$ cat src/rtl/spi_xfer_pkg.sv
package spi_xfer_pkg;
  localparam int DW     = 32;
  localparam int LENW   = 5;
  localparam int DIVW   = 8;
  localparam int LEN_LO = 8;
  localparam int DIV_LO = LEN_LO + LENW;
  localparam int CS_LO  = DIV_LO + DIVW;

  typedef struct packed {
    logic half;
    logic lsb;
    logic cpha;
    logic cpol;
    logic cs_pol;
    logic cap;
    logic last;
    logic offline;
  } flags_t;
endpackage

$ cat src/rtl/spi_clk_div.sv
module spi_clk_div #(
  parameter int DIVW = 8
) (
  input  logic            clk_i,
  input  logic            rst_ni,
  input  logic            start_i,
  input  logic            run_i,
  input  logic [DIVW-1:0] div_m2_i,
  output logic            half_end_o,
  output logic            odd_o
);
  localparam int CW = DIVW + 1;

  logic [CW-1:0] cnt_q, div_full, len_lo, len_hi;
  logic          odd_q;

  assign div_full   = {1'b0, div_m2_i} + CW'(2);
  assign len_lo     = div_full >> 1;
  assign len_hi     = div_full - len_lo;
  assign half_end_o = run_i && (cnt_q == CW'(1));
  assign odd_o      = odd_q;

  always_ff @(posedge clk_i or negedge rst_ni) begin
    if (!rst_ni) begin
      cnt_q <= '0;
      odd_q <= 1'b0;
    end else if (start_i) begin
      cnt_q <= len_lo;
      odd_q <= 1'b0;
    end else if (half_end_o) begin
      odd_q <= ~odd_q;
      cnt_q <= odd_q ? len_lo : len_hi;
    end else if (run_i) begin
      cnt_q <= cnt_q - CW'(1);
    end
  end
endmodule

$ cat src/rtl/spi_shift_eng.sv
module spi_shift_eng #(
  parameter int DW = 32
) (
  input  logic          clk_i,
  input  logic          rst_ni,
  input  logic          load_i,
  input  logic [DW-1:0] tx_i,
  input  logic          lsb_i,
  input  logic          sample_i,
  input  logic          shift_i,
  input  logic          din_i,
  output logic          dout_o,
  output logic [DW-1:0] rx_o
);
  localparam int IW = $clog2(DW);

  logic [DW-1:0] tx_q, rx_q;
  logic [IW-1:0] idx_q;

  assign dout_o = lsb_i ? tx_q[0] : tx_q[DW-1];
  assign rx_o   = rx_q;

  always_ff @(posedge clk_i or negedge rst_ni) begin
    if (!rst_ni) begin
      tx_q  <= '0;
      rx_q  <= '0;
      idx_q <= '0;
    end else if (load_i) begin
      tx_q  <= tx_i;
      rx_q  <= '0;
      idx_q <= '0;
    end else begin
      if (shift_i) tx_q <= lsb_i ? (tx_q >> 1) : (tx_q << 1);
      if (sample_i) begin
        if (lsb_i) rx_q[idx_q] <= din_i;
        else       rx_q <= {rx_q[DW-2:0], din_i};
        idx_q <= idx_q + IW'(1);
      end
    end
  end
endmodule

$ cat src/rtl/spi_xfer_master.sv
module spi_xfer_master
  import spi_xfer_pkg::*;
#(
  parameter int NCS = 4
) (
  input  logic              clk_i,
  input  logic              rst_ni,
  input  logic              cfg_we_i,
  input  logic [CS_LO+NCS-1:0] cfg_i,
  input  logic              data_we_i,
  input  logic [DW-1:0]     data_i,
  output logic              busy_o,
  output logic              err_o,
  output logic              rd_valid_o,
  output logic [DW-1:0]     rd_data_o,
  output logic              sck_o,
  output logic              mosi_o,
  output logic              mosi_oe_o,
  input  logic              mosi_i,
  input  logic              miso_i,
  output logic [NCS-1:0]    cs_o,
  output logic              pins_oe_o
);
  localparam int HW = LENW + 1;

  flags_t          flags_q;
  logic [LENW-1:0] len_q;
  logic [DIVW-1:0] div_q, div_sel;
  logic [NCS-1:0]  mask_q;
  logic            busy_q, cs_act_q, rdv_q, err_q;
  logic [HW-1:0]   half_q;
  logic            start, take_cfg, half_end, odd, last_half, din;

  assign take_cfg  = cfg_we_i && !busy_q;
  assign start     = data_we_i && !busy_q;
  assign last_half = (half_q == {len_q, 1'b1});
  assign div_sel   = take_cfg ? cfg_i[DIV_LO +: DIVW] : div_q;
  assign din       = flags_q.half ? mosi_i : miso_i;

  always_ff @(posedge clk_i or negedge rst_ni) begin
    if (!rst_ni) begin
      flags_q <= '0;
      len_q   <= '0;
      div_q   <= '0;
      mask_q  <= '0;
    end else if (take_cfg) begin
      flags_q <= flags_t'(cfg_i[7:0]);
      len_q   <= cfg_i[LEN_LO +: LENW];
      div_q   <= cfg_i[DIV_LO +: DIVW];
      mask_q  <= cfg_i[CS_LO +: NCS];
    end
  end

  spi_clk_div #(.DIVW(DIVW)) u_div (
    .clk_i      (clk_i),
    .rst_ni     (rst_ni),
    .start_i    (start),
    .run_i      (busy_q),
    .div_m2_i   (div_sel),
    .half_end_o (half_end),
    .odd_o      (odd)
  );

  spi_shift_eng #(.DW(DW)) u_eng (
    .clk_i    (clk_i),
    .rst_ni   (rst_ni),
    .load_i   (start),
    .tx_i     (data_i),
    .lsb_i    (flags_q.lsb),
    .sample_i (half_end && !odd),
    .shift_i  (half_end && odd && !last_half),
    .din_i    (din),
    .dout_o   (mosi_o),
    .rx_o     (rd_data_o)
  );

  always_ff @(posedge clk_i or negedge rst_ni) begin
    if (!rst_ni) begin
      busy_q   <= 1'b0;
      half_q   <= '0;
      cs_act_q <= 1'b0;
      rdv_q    <= 1'b0;
      err_q    <= 1'b0;
    end else begin
      rdv_q <= busy_q && half_end && last_half && flags_q.cap;
      err_q <= busy_q && (cfg_we_i || data_we_i);
      if (start) begin
        busy_q   <= 1'b1;
        half_q   <= '0;
        cs_act_q <= 1'b1;
      end else if (half_end) begin
        if (last_half) begin
          busy_q <= 1'b0;
          if (flags_q.last) cs_act_q <= 1'b0;
        end else begin
          half_q <= half_q + HW'(1);
        end
      end
    end
  end

  // even halves carry the idle level when phase is clear
  assign sck_o      = busy_q ? (flags_q.cpol ^ odd ^ flags_q.cpha) : flags_q.cpol;
  assign mosi_oe_o  = !flags_q.offline && !(flags_q.half && flags_q.cap);
  assign pins_oe_o  = !flags_q.offline;
  assign busy_o     = busy_q;
  assign err_o      = err_q;
  assign rd_valid_o = rdv_q;

  for (genvar k = 0; k < NCS; k++) begin : g_cs
    assign cs_o[k] = (cs_act_q && mask_q[k]) ? flags_q.cs_pol : ~flags_q.cs_pol;
  end
endmodule

$ cat config.mk
export PLATFORM = sky130hd
export DESIGN_NAME = spi_xfer_master
export DESIGN_NICKNAME = d
export VERILOG_FILES = /design/src/rtl/spi_xfer_pkg.sv /design/src/rtl/spi_clk_div.sv /design/src/rtl/spi_shift_eng.sv /design/src/rtl/spi_xfer_master.sv
export SDC_FILE = /design/constraint.sdc
export NUM_CORES = 1
export LEC_CHECK = 0
export BUFFER_PORTS_ARGS = -buffer_cell sky130_fd_sc_hd__clkbuf_2
export CORE_ASPECT_RATIO = 1.5
export CORE_MARGIN = 10
export CORE_UTILIZATION = 40
export CTS_CLUSTER_DIAMETER = 150
export CTS_CLUSTER_SIZE = 20
export DETAILED_ROUTE_END_ITERATION = 7
export HOLD_SLACK_MARGIN = 0.12
export PLACE_DENSITY = 0.68
export SYNTH_ARGS = -nofsm -noshare
export SYNTH_HDL_FRONTEND = slang
export SYNTH_SLANG_ARGS = --single-unit
$ cat constraint.sdc
create_clock -name clk_i -period 8.1 [get_ports clk_i]
set_clock_uncertainty 0.05 [all_clocks]
set_input_delay 0.405 -clock clk_i [delete_from_list [all_inputs] [get_ports clk_i]]
set_output_delay 0.405 -clock clk_i [all_outputs]
set_load 0.05 [all_outputs]
After elaboration in Yosys (flattened, before gate mapping). Cells that the tools add are included.

Register bits: 114. Word-level logic and storage cells: 102.

Add/subtract/negate cells: 5. Order comparisons: 2. Equality and inequality tests: 3. Muxes and demuxes: 35. Bitwise logic cells: 4. Reductions and logical operators: 32.

Operators with widths (number): $mux W32 (6); $mux W9 (4); $bwmux W32 (1); $mux W6 (3); $logic_and A1 B1 Y1 (17); $mux W1 (17); $mux W5 (2); $reduce_bool A2 Y1 (5); $add A8 B2 Y9 const B (1); $eq A9 B1 Y1 const B (1); $sub A9 B1 Y9 const B (1); $sub A9 B8 Y9 (1); $mux W8 (1); $add A6 B1 Y6 const B (1); $eq A6 B6 Y1 (1); $lt A5 B6 Y1 const B (1); $add A5 B1 Y5 const B (1); $demux W1 S5 (1); $ge A5 B1 Y1 const B (1); $logic_not A1 Y1 (5); $reduce_and A2 Y1 (2); $reduce_and A3 Y1 (1); $reduce_bool A3 Y1 (1); $ne A2 B2 Y1 const B (1); other kinds (3) (5).

Logic depth before layout (Yosys ltp).
Depth in word-level cells: 8. Depth in mapped cells: 18. Gate-level depth less buffers: 15.

Hierarchy. Synthesis repeated with hierarchy kept, for this count alone.

Cell total of the unflattened synthesis: 722. Area total of the unflattened synthesis: 7475.9 sq um.

By module, submodules not included: spi_shift_eng (instances 1, cells an instance 421, area an instance 4553.1 sq um, sequential area each 1726.7 sq um); spi_xfer_master (instances 1, cells an instance 124, area an instance 1539.0 sq um, sequential area each 875.8 sq um); spi_clk_div (instances 1, cells an instance 177, area an instance 1383.8 sq um, sequential area each 250.2 sq um).

Worst setup path before layout. No wires, ideal clock.

Path type: reg-to-reg. From: register busy_q, in the netlist busy_o. To: register u_div.cnt_q[5]. Data arrival time: 4.383 ns. Data required time: 7.932 ns. Setup slack: 3.549 ns. Stages on the path, launching flop included: 18. Path buffers: 3. Clock period less this slack: 4.551 ns. Cell sequence: dfrtp_1 -> nand2b_1 -> buf_2 -> buf_1 -> mux2i_1 -> inv_1 -> ha_1 -> clkbuf_1 -> xnor2_1 -> inv_1 -> ha_1 -> or4_1 -> a311oi_1 -> nor2_1 -> xnor3_1 -> and3_1 -> o32a_1 -> a21o_1.

Longest elaborated chain between the ends: 8. Elaborated cells on any way between the ends: 11.

RTL lines: start: declaration (line spi_xfer_master.sv:30) `logic busy_q, cs_act_q, rdv_q, err_q;`; start signal: assignment (line spi_xfer_master.sv:79) `busy_q <= 1'b0;`; start signal: assignment (line spi_xfer_master.sv:88) `busy_q <= 1'b1;`; start signal: assignment (line spi_xfer_master.sv:93) `busy_q <= 1'b0;`; $logic_not A1 Y1 * (line spi_xfer_master.sv:34) `assign take_cfg = cfg_we_i && !busy_q;`; $logic_and A1 B1 Y1 * (line spi_xfer_master.sv:34); $mux W8 *; named net div_sel[1] (line spi_xfer_master.sv:28) `logic [DIVW-1:0] div_q, div_sel;`; $add A8 B2 Y9 * (line spi_clk_div.sv:17) `assign div_full = {1'b0, div_m2_i} + CW'(2);`; $sub A9 B8 Y9 (line spi_clk_div.sv:19) `assign len_hi = div_full - len_lo;`; $mux W9 (line spi_clk_div.sv:32) `cnt_q <= odd_q ? len_lo : len_hi;`; $mux W9 (line spi_clk_div.sv:30) `end else if (half_end_o) begin`; $mux W9 * (line spi_clk_div.sv:27) `end else if (start_i) begin`; end signal: assignment (line spi_clk_div.sv:28) `cnt_q <= len_lo;`; end signal: assignment (line spi_clk_div.sv:32); end signal: assignment (line spi_clk_div.sv:34) `cnt_q <= cnt_q - CW'(1);`; end: declaration (line spi_clk_div.sv:14) `logic [CW-1:0] cnt_q, div_full, len_lo, len_hi;`.

The timed path passes the listed nets; every way through them passes the cells marked *. A chain may end at the register's enable or synchronous reset.

Worst setup path after layout. Same ends and word-level chain as after synthesis.

==> impl_metrics.toml <==
[detailed_routing]
ant_nets = 0
totalWireLength_um = 18900
wire_per_inst_um = 16.7
routed-via-count = 6307
dr.pass1.iters = 7
drcViolationCount = 0
first_iter_violations = 476
avgViaCountPerCell = 5.56

[global_route]
grt_usage_pct = 16.0
grt_pass1_vias = 6203
antenna_found_initial = 0
grt_pass1_wl_um = 30800
grt_max_degree = 77
grt_overflow = 0

[final_layout]
instances_no_fill = 1134
drive_gt1_share_pct = 17.6
final_cell_area_mm2 = 0.00815
area_growth_pct = 17.2
antennaDiodeCount = 0
final_nets = 986

[clocking]
clockBufferDepth = 2
tritoncts = "built"
cts_sinks = 114
clock_latency_ns = 0.42
ctsHtreeMaxLevel = 4
cts.clk_slew.worst_paths_ns = 0.06
ctsHoldBuffers = 1
cts-root-buf = "clkbuf_16"
cts_buffers = 17
cts_resized = 0
postCtsSetupRepairBufs = 0

[logic_synthesis]
seq_area_frac_synth_pct = 41.0
synth_cell_types = 59
synth_commonest_cells = "nand2_1 (126), a21oi_1 (114), dfrtp_1 (114)"
yosysWarnings = 0
synth-edff-count = 0
ys_seq_elements = 114
ys_async_sr_fraction_pct = 100
syn_area_mm2 = 0.00695
avgSynthCellArea_um2 = 8.33
synth_most_common_cell = "nand2_1"
synth_fp_nets = 913
synth_ff_type = "dfrtp_1"
yosysTopAreaCell = "dfrtp_1"
syn_inst = 835
ys_top_cells_by_area = "dfrtp_1 (41%), a21oi_1 (8.2%), o21ai_0 (7.2%)"
synth_top_area_share_pct = 41.0

[setup_path]
end_kind = "flop"
ff2ff_setup_slack_ns = 3.82
crit_start = "busy_o$_DFFE_PN0P_"
start_kind = "flop"
arrival_ns = 4.53
crit_required_ns = 8.36
path_class = "flop to flop"
timing.rr.start = "busy_o$_DFFE_PN0P_"
critPathMaxFanout = 9
r2r_end = "u_div.cnt_q[5]$_DFFE_PN0P_"
worst_r2r_path_depth = 15

[run_status]
status = "completed"

[sta]
finalSetupTns_ns = 0
relSlewSlack_pct = 29.5
rsz0062_at_grt = "no"
finalHoldViolations = 0
period_needed_ns = 4.28
setup_violations = 0
fmax_mhz = 234
worst_pin_slew_ns = 1.06
slew_viol_final = 0
post-route-period-util_pct = 52.8

[power]
p_int_uw = 1450
p_switching_uw = 899
clockPowerShare_pct = 30.8
p_comb_share_pct = 31.4
power_uw = 2350
p_per_area_mw_per_mm2 = 289
switching_share_pct = 38.2
peakVddDrop_uv = 163
pwr-share-seq_pct = 37.8
leakage_uw = 0.00373

[floorplan]
start_util_pct = 40.4
ios = 106
rows = 59
die_h_um = 181
die_area_mm2 = 0.0232
die_w_um = 128
coreArea_mm2 = 0.0172

[hold_path]
holdCritStartpoint = "cfg_i[4]"
holdPathStages = 3
min_to = "flags_q[4]$_DFFE_PN0N_"
hp-class = "input port to flop"

[placement]
placed_cells = 1101
dp_hpwl_um = 12800
port_buffers = 105
gp_congestion = 0.888
place_area_mm2 = 0.00757

[flow_run]
maxCapViolCount = 0
==> power by group through the flow <==
stage          logic (uW)  registers (uW)  clock network (uW)
6_report              739             889                 725
3_3_place_gp          726             895                   0
2_1_floorplan         583             845                   0
3_5_place_dp          738             896                   0
5_1_grt               822             913                 765
4_1_cts               742             887                 739
==> worst max path at each step <==
| stage | end | slack (ns) |
|---|---|---|
| final | u_div.cnt_q[5]$_DFFE_PN0P_ | 3.82 |
| after global routing | u_div.cnt_q[5]$_DFFE_PN0P_ | 3.52 |
| after CTS | u_div.cnt_q[5]$_DFFE_PN0P_ | 3.86 |
| after detailed placement | u_div.cnt_q[5]$_DFFE_PN0P_ | 3.85 |
| after global placement | u_div.cnt_q[5]$_DFFE_PN0P_ | 3.99 |
| after floorplan | u_div.cnt_q[5]$_DFFE_PN0P_ | 3.55 |
==> cell usage in the layout, fill, tap and decap left out, types with 9 or more instances in the layout <==
cell type and count:
xor2_1 20, a31oi_1 9, inv_1 19, buf_4 9, clkbuf_16 17, nand3_1 9, nor2_1 61, o21ai_0 100
clkbuf_2 104, ha_1 15, dfrtp_1 113, nor2b_1 33, xnor2_1 10, mux2i_1 45, nand2_1 126, a21oi_1 114
==> through the flow <==
step / setup slack (ns) / utilization (%) / hold slack [ns]
after floorplan: 3.55 / - / 0.0594
after global placement: 3.99 / 44.0 / 0.386
after detailed placement: 3.85 / 44.0 / 0.396
after CTS: 3.86 / 47.4 / 0.122
after global routing: 3.52 / 47.4 / 0.123
final: 3.82 / 47.4 / 0.128
==> cells by family (layout without fill, tap and decap cells) <==
kind of cell | after synthesis | count (layout) | synth area share (%)
AND/OR/NAND/NOR | 277 | 277 | 18.7
AO/OA/AOI/OAI | 263 | 263 | 20.7
flip-flops | 114 | 114 | 41.0
buffers and inverters | 82 | 168 | 4.75
multiplexers | 53 | 53 | 7.97
XOR/XNOR | 31 | 31 | 4.10
adder cells (fa/ha/maj) | 15 | 15 | 2.70
==> registers in the layout, summed over array words and instances (netlist names), 4 cells and up <==
name         flops
u_eng.rx_o      32
u_eng.idx_q      5
flags_q          8
half_q           6
len_q            5
div_q            8
u_eng.tx_q      32
mask_q           4
u_div.cnt_q      9
==> worst max-delay path, stage by stage (launching register included) <==
cell and delay (ns):
dfrtp_1 0.44, nand2b_1 0.20, mux2i_1 0.22, inv_1 0.12, ha_1 0.35, inv_1 0.19, o21ai_0 0.34, nand2_1 0.15
ha_1 0.27, or4_1 0.50, a311oi_1 0.33, nor2_1 0.10, xnor3_1 0.22, and3_1 0.20, o32a_1 0.32, a21o_1 0.15
==> per-layer routing <==
layer,up-vias,part of all wire (%),track usage (%)
met4,0,2.4,6.41
met3,35,4.5,3.99
met1,3019,41,18.4
li1,3066,-,-
met2,187,52,27.5
met5,-,0,0
==> layout make-up <==
class	instances	area, um^2
clock buffers	18	439
clock inverters	14	129
fillers	1702	9050
inverters	22	82.6
multi-input cells	639	3780
flip-flops and latches	114	2850
well taps	213	267
repair buffers	114	598
Power figures use the tool's default switching activity.
